## src/rtl/asc_pkg.sv

```systemverilog
package asc_pkg;
   typedef enum logic {
      PH_MAIN   = 1'b0,
      PH_SECOND = 1'b1
   } asc_phase_e;
endpackage

```

## src/rtl/asc_addr_gen.sv

```systemverilog
module asc_addr_gen #(
   parameter int AW   = 24,
   parameter int NREG = 8,
   parameter int SELW = $clog2(NREG)
) (
   input  logic            clk,
   input  logic            rst_n,
   input  logic [SELW-1:0] isel,
   input  logic [SELW-1:0] msel,
   input  logic            commit,
   input  logic            ld_idx,
   input  logic            ld_modr,
   input  logic [SELW-1:0] ld_sel,
   input  logic [AW-1:0]   ld_val,
   output logic [AW-1:0]   ea
);
   logic [AW-1:0] idx_q [NREG];
   logic [AW-1:0] mod_q [NREG];

   assign ea = idx_q[isel];

   always_ff @(posedge clk) begin
      if (!rst_n) begin
         for (int k = 0; k < NREG; k++) begin
            idx_q[k] <= '0;
            mod_q[k] <= '0;
         end
      end else begin
         if (commit)
            idx_q[isel] <= idx_q[isel] + mod_q[msel];
         if (ld_idx)
            idx_q[ld_sel] <= ld_val;
         if (ld_modr)
            mod_q[ld_sel] <= ld_val;
      end
   end
endmodule

```

## src/rtl/asc_bank_sel.sv

```systemverilog
module asc_bank_sel #(
   parameter bit DUAL_BLOCK = 1'b1
) (
   input  logic dm_en,
   input  logic pm_en,
   input  logic dm_blk,
   input  logic pm_blk,
   output logic collide
);
   generate
      if (DUAL_BLOCK) begin : g_two
         assign collide = dm_en & pm_en & (dm_blk == pm_blk);
      end else begin : g_one
         logic unused_blk;
         assign unused_blk = dm_blk ^ pm_blk;
         assign collide    = dm_en & pm_en;
      end
   endgenerate
endmodule

```

## src/rtl/asc_seq.sv

```systemverilog
module asc_seq
   import asc_pkg::*;
(
   input  logic clk,
   input  logic rst_n,
   input  logic in_valid,
   input  logic dm_en,
   input  logic pm_en,
   input  logic collide,
   input  logic g2_load,
   output logic dm_go,
   output logic pm_go,
   output logic accept,
   output logic stall
);
   asc_phase_e phase_q, phase_d;
   logic       haz_q;

   always_comb begin
      dm_go   = 1'b0;
      pm_go   = 1'b0;
      accept  = 1'b0;
      stall   = 1'b0;
      phase_d = PH_MAIN;
      if (phase_q == PH_SECOND) begin
         pm_go  = 1'b1;
         accept = 1'b1;
      end else if (in_valid) begin
         if (haz_q && pm_en) begin
            stall = 1'b1;
         end else if (collide) begin
            dm_go   = 1'b1;
            stall   = 1'b1;
            phase_d = PH_SECOND;
         end else begin
            dm_go  = dm_en;
            pm_go  = pm_en;
            accept = 1'b1;
         end
      end
   end

   always_ff @(posedge clk) begin
      if (!rst_n) begin
         phase_q <= PH_MAIN;
         haz_q   <= 1'b0;
      end else begin
         phase_q <= phase_d;
         haz_q   <= accept & g2_load;
      end
   end
endmodule

```

## src/rtl/dual_bank_stall_ctl.sv

```systemverilog
module dual_bank_stall_ctl #(
   parameter int AW      = 24,
   parameter int NREG    = 8,
   parameter int BLK_BIT = 17,
   parameter int SELW    = $clog2(NREG)
) (
   input  logic            clk,
   input  logic            rst_n,
   input  logic            in_valid,
   output logic            in_ready,
   input  logic            dm_en,
   input  logic [SELW-1:0] dm_isel,
   input  logic [SELW-1:0] dm_msel,
   input  logic            pm_en,
   input  logic [SELW-1:0] pm_isel,
   input  logic [SELW-1:0] pm_msel,
   input  logic            ld_en,
   input  logic            ld_gen,
   input  logic            ld_mod,
   input  logic [SELW-1:0] ld_sel,
   input  logic [AW-1:0]   ld_val,
   output logic            dm_go,
   output logic [AW-1:0]   dm_addr,
   output logic            pm_go,
   output logic [AW-1:0]   pm_addr,
   output logic            stall
);
   localparam int NGEN = 2;

   generate
      if (BLK_BIT >= AW || BLK_BIT < 0) begin : g_bad_blk
         $error("BLK_BIT must address a bit of the word address");
      end
      if (NREG < 2 || (NREG & (NREG - 1)) != 0) begin : g_bad_nreg
         $error("NREG must be a power of two of at least 2");
      end
      if (SELW != $clog2(NREG)) begin : g_bad_selw
         $error("SELW must match NREG");
      end
   endgenerate

   logic [SELW-1:0] isel_a   [NGEN];
   logic [SELW-1:0] msel_a   [NGEN];
   logic            commit_a [NGEN];
   logic [AW-1:0]   ea_a     [NGEN];
   logic            collide;
   logic            accept;

   assign isel_a[0]   = dm_isel;
   assign msel_a[0]   = dm_msel;
   assign isel_a[1]   = pm_isel;
   assign msel_a[1]   = pm_msel;
   assign commit_a[0] = dm_go;
   assign commit_a[1] = pm_go;

   generate
      for (genvar g = 0; g < NGEN; g++) begin : g_gen
         logic ld_hit;
         assign ld_hit = accept & ld_en & (ld_gen == g[0]);
         asc_addr_gen #(
            .AW   (AW),
            .NREG (NREG),
            .SELW (SELW)
         ) gen_i (
            .clk     (clk),
            .rst_n   (rst_n),
            .isel    (isel_a[g]),
            .msel    (msel_a[g]),
            .commit  (commit_a[g]),
            .ld_idx  (ld_hit & ~ld_mod),
            .ld_modr (ld_hit & ld_mod),
            .ld_sel  (ld_sel),
            .ld_val  (ld_val),
            .ea      (ea_a[g])
         );
      end
   endgenerate

   assign dm_addr = ea_a[0];
   assign pm_addr = ea_a[1];

   asc_bank_sel #(
      .DUAL_BLOCK (1'b1)
   ) bank_i (
      .dm_en   (dm_en),
      .pm_en   (pm_en),
      .dm_blk  (ea_a[0][BLK_BIT]),
      .pm_blk  (ea_a[1][BLK_BIT]),
      .collide (collide)
   );

   asc_seq seq_i (
      .clk      (clk),
      .rst_n    (rst_n),
      .in_valid (in_valid),
      .dm_en    (dm_en),
      .pm_en    (pm_en),
      .collide  (collide),
      .g2_load  (ld_en & ld_gen & ~ld_mod),
      .dm_go    (dm_go),
      .pm_go    (pm_go),
      .accept   (accept),
      .stall    (stall)
   );

   assign in_ready = accept;
endmodule

```

## config.mk

```make
export PLATFORM = sky130hd
export DESIGN_NAME = dual_bank_stall_ctl
export DESIGN_NICKNAME = d
export VERILOG_FILES = /design/src/rtl/asc_pkg.sv /design/src/rtl/asc_addr_gen.sv /design/src/rtl/asc_bank_sel.sv /design/src/rtl/asc_seq.sv /design/src/rtl/dual_bank_stall_ctl.sv
export SDC_FILE = /design/constraint.sdc
export NUM_CORES = 1
export LEC_CHECK = 0
export ABC_AREA = 1
export BUFFER_PORTS_ARGS = -buffer_cell sky130_fd_sc_hd__buf_4
export CELL_PAD_IN_SITES_DETAIL_PLACEMENT = 0
export CELL_PAD_IN_SITES_GLOBAL_PLACEMENT = 1
export CORE_UTILIZATION = 37
export CTS_CLUSTER_SIZE = 20
export DETAILED_ROUTE_END_ITERATION = 16
export PLACE_DENSITY_LB_ADDON = 0.15
export SLEW_MARGIN = 20
export SYNTH_ARGS = -nofsm -noshare
export SYNTH_HDL_FRONTEND = slang
export SYNTH_SLANG_ARGS = --single-unit
```

## constraint.sdc

```tcl
create_clock -name clk -period 11.5 [get_ports clk]
set_input_delay 3.45 -clock clk [delete_from_list [all_inputs] [get_ports clk]]
set_output_delay 3.45 -clock clk [all_outputs]
set_load 0.02 [all_outputs]
```

==> impl_metrics.tcl <==
set metrics [dict create \
    run_status "finished, final reports clean" \
    post_synth_most_frequent_cells "792 x sky130_fd_sc_hd__nand3_1, 768 x sky130_fd_sc_hd__edfxtp_1, 653 x sky130_fd_sc_hd__nand2_1" \
    drt_iter0_drc 3872 \
    end_kind "output port" \
    floorplan.core_area_mm2 0.108 \
    fp.dieArea_mm2 0.111 \
    grt_util_all_layers_pct 29.1 \
    leakagePower_uw 0.0175 \
    die_x_um 333 \
    cts_tree "done" \
    drt-pass1-iter-count 6 \
    grt_start_max_net_pins 101 \
    sequence_of_cells_on_the_critical_path "buf_4 -> nor2_1 -> nand2_1 -> inv_1 -> a22o_1 -> a221oi_1 -> nand4_1 -> buf_4" \
    gp_routability_congestion 0.929 \
    max_cap_violations 0 \
    final.setup.worst_slack_ns 2.42 \
    worst_path_most_repeated_cell "sky130_fd_sc_hd__buf_4" \
    grt_overflow_total 0 \
    ctsHoldBuffers 0 \
    fmax_mhz 110 \
    synth-seq-area-share_pct 57.1 \
    worst_hold_depth 3 \
    routed_wire_length_per_instance_um 28.9 \
    mapped_cell_area_mm2 0.0405 \
    post_route_cells_drive_above_1_share_pct 10.0 \
    fill_cells 10600 \
    setup.worst_path.class "input port to output port" \
    worst-endpoint-arrival_ns 5.63 \
    final_layout_net_count 4299 \
    postRouteAntennaNets 0 \
    rr_worst_depth 16 \
    yosys_most_used_dff "sky130_fd_sc_hd__edfxtp_1" \
    synth_cell_type_count 45 \
    post_cts_resize_count 0 \
    drv_slew 0 \
    synthesis.nets 4414 \
    cts.repair_timing.setup_buffer_count 0 \
    ios 99 \
    die-height_um 333 \
    total_wirelength_of_the_detailed_routed_design_um 165000 \
    placement_rows 120 \
    setup_repair_after_global_routing_missed_its_margin "no" \
    hold_path_class "register to register" \
    fin_tns_setup_ns 0 \
    clock_latency_late_sink_ns 0.69 \
    worst_setup_hold_path_clk_slew_ns 0.05 \
    design_area_mm2 0.0451 \
    critical-path-top-delay-family "buffers and inverters" \
    synth_most_common_cell "sky130_fd_sc_hd__nand3_1" \
    slew-limit-headroom_pct 20.8 \
    grt_pass1_vias 32700 \
    crit_path_max_delay_cell_type "sky130_fd_sc_hd__inv_1" \
    clock_tree.htree_level_count 3 \
    critPathMaxFanout 23 \
    cp.buffers_inverters 3 \
    routed-via-count 34400 \
    clock_sinks 770 \
    post_drt_via_cell_ratio 6.05 \
    synth_seq_cells 770 \
    largest_area_contributor_in_the_netlist "sky130_fd_sc_hd__edfxtp_1" \
    netlist_top_cells_area "sky130_fd_sc_hd__edfxtp_1 57%, sky130_fd_sc_hd__nand3_1 9.8%, sky130_fd_sc_hd__nand2_1 6.1%, sky130_fd_sc_hd__nor3_1 4.9%, sky130_fd_sc_hd__nor2_1 3.8%" \
    worstMarginPinSlew_ns 1.19 \
    area_delta_synth_final_pct 11.6 \
    postSynth.asyncResetShare_pct 0 \
    dp_hpwl_um 95200 \
    synthesis.yosys.warnings 0 \
    yosysTopAreaCellShare_pct 57.0 \
    drcViolationCount 0 \
    critical_path_depth 8 \
    layout_worst_path_cycle_share_pct 79.0 \
    synth_edf_count 768 \
    tritoncts.num_buffers 91 \
    cp_data_required_time_ns 8.05 \
    skew_ns 0.0304 \
    max-clock-path-buffers 3 \
    power_per_cell_area_mw_per_mm2 161 \
    cpPeakStageDelay_ns 0.87 \
    ir_drop_mv 0.110 \
    synthesis.instances 4319 \
    clk_root_buffer_cell "sky130_fd_sc_hd__clkbuf_16" \
    placement.cell_area_mm2 0.0422 \
    floorplan.initialDensity_pct 37.5 \
    report.final.hold_viol_count 0 \
    io_buffers 98 \
    start_kind "input port" \
    grt_antenna_before_repair 9 \
    dp_slack_ns 2.49 \
    syn_avg_cell_area_um2 9.37 \
    grt_pass1_wl_um 235000 \
    period_minus_slack_ns 9.08 \
    finalSetupViolCount 0 \
]
## per-layer routing
metal	share of wire, %	vias to the layer above	track usage (%)	wire length, µm
met3	8.0	360	4.10	13200
met1	43	17000	40.4	70500
met4	3.5	10	10.6	5730
li1	-	15300	-	-
met5	0.050	-	0	82
met2	46	1716	46.1	75000
## path summary, 6_finish.rpt
check / startpoint / endpoint / slack (ns)
worst max register to register: g_gen[1].gen_i.idx_q[5][17] / g_gen[1].gen_i.idx_q[4][18] / 6.81
worst max-delay path: pm_isel[1] / pm_addr[1] / 2.42
worst min register to register: seq_i.phase_q / seq_i.phase_q / 0.55
worst min-delay path: seq_i.phase_q / seq_i.phase_q / 0.55
## placed cells by master (no fill, tap or decap), types with 5 or more instances in the layout
cell type and count:
sky130_fd_sc_hd__o21ai_0 235, sky130_fd_sc_hd__ha_1 46, sky130_fd_sc_hd__clkinv_1 23, sky130_fd_sc_hd__inv_1 128, sky130_fd_sc_hd__a31oi_1 49, sky130_fd_sc_hd__clkinv_2 15, sky130_fd_sc_hd__clkbuf_1 21, sky130_fd_sc_hd__a221oi_1 44
sky130_fd_sc_hd__edfxtp_1 768, sky130_fd_sc_hd__bufinv_16 12, sky130_fd_sc_hd__a22o_1 38, sky130_fd_sc_hd__nand4_2 8, sky130_fd_sc_hd__inv_2 18, sky130_fd_sc_hd__o21ai_2 17, sky130_fd_sc_hd__nand2_2 10, sky130_fd_sc_hd__inv_6 5
sky130_fd_sc_hd__o22ai_1 48, sky130_fd_sc_hd__xnor2_1 11, sky130_fd_sc_hd__a21oi_1 49, sky130_fd_sc_hd__nor3_2 7, sky130_fd_sc_hd__buf_4 210, sky130_fd_sc_hd__a21o_1 8, sky130_fd_sc_hd__nor3_1 388, sky130_fd_sc_hd__nand3_1 790
sky130_fd_sc_hd__nand4_1 49, sky130_fd_sc_hd__nand2_1 653, sky130_fd_sc_hd__clkbuf_16 92, sky130_fd_sc_hd__a22oi_1 49, sky130_fd_sc_hd__xor2_1 33, sky130_fd_sc_hd__nor2_1 399, sky130_fd_sc_hd__nor2_4 10, sky130_fd_sc_hd__nor2_2 10
## registers in the layout, indices dropped and copies added (netlist names)
name / count
g_gen.gen_i.idx_q: 384
g_gen.gen_i.mod_q: 384
seq_i.haz_q: 1
seq_i.phase_q: 1
## cell type report
class	count	area (µm²)	share of cell area, %
clock buffer	113	2380	5.27
multi-input combinational	2981	15200	33.6
clock inverter	57	602	1.33
tap	1403	1760	3.89
sequential	770	23100	51.2
antenna	1	2.50	0.00554
timing repair buffer	210	1580	3.49
inverter	150	566	1.25
## kinds of logic (layout without fill, tap and decap cells)
logic type | after synthesis | count (layout) | synth area share [%]
XOR/XNOR | 44 | 44 | 0.952
other | 0 | 1 | 0
AO/OA/AOI/OAI | 556 | 556 | 8.45
flip-flops | 770 | 770 | 57.1
buffers and inverters | 568 | 530 | 5.85
adder cells (fa/ha/maj) | 48 | 48 | 1.52
AND/OR/NAND/NOR | 2333 | 2333 | 26.1
## where the power goes
part / leakage, µW / internal [µW] / switching, µW / total, µW
combinational: 0.00795 / 228 / 844 / 1070
clock: 0.00145 / 1740 / 1240 / 2980
sequential: 0.00812 / 3190 / 32.3 / 3220
## per-stage QoR
stage	hold WS, ns	total power (µW)	std cells	utilization, %
6_report	0.547	7270	5685	41.9
5_1_grt	0.601	7460	5685	41.9
4_1_cts	0.542	7280	5684	41.9
3_5_place_dp	0.533	4330	5514	39.1
3_3_place_gp	0.526	4340	5514	39.1
2_1_floorplan	0.499	3880	4319	-
## tightest hold or removal path, delay by kind of cell, from the launching register on
kind	cells	cell delay [ns]
AND/OR/NAND/NOR	3	0.17
flip-flops	1	0.33
No activity file was read; power rests on OpenSTA's default activity.
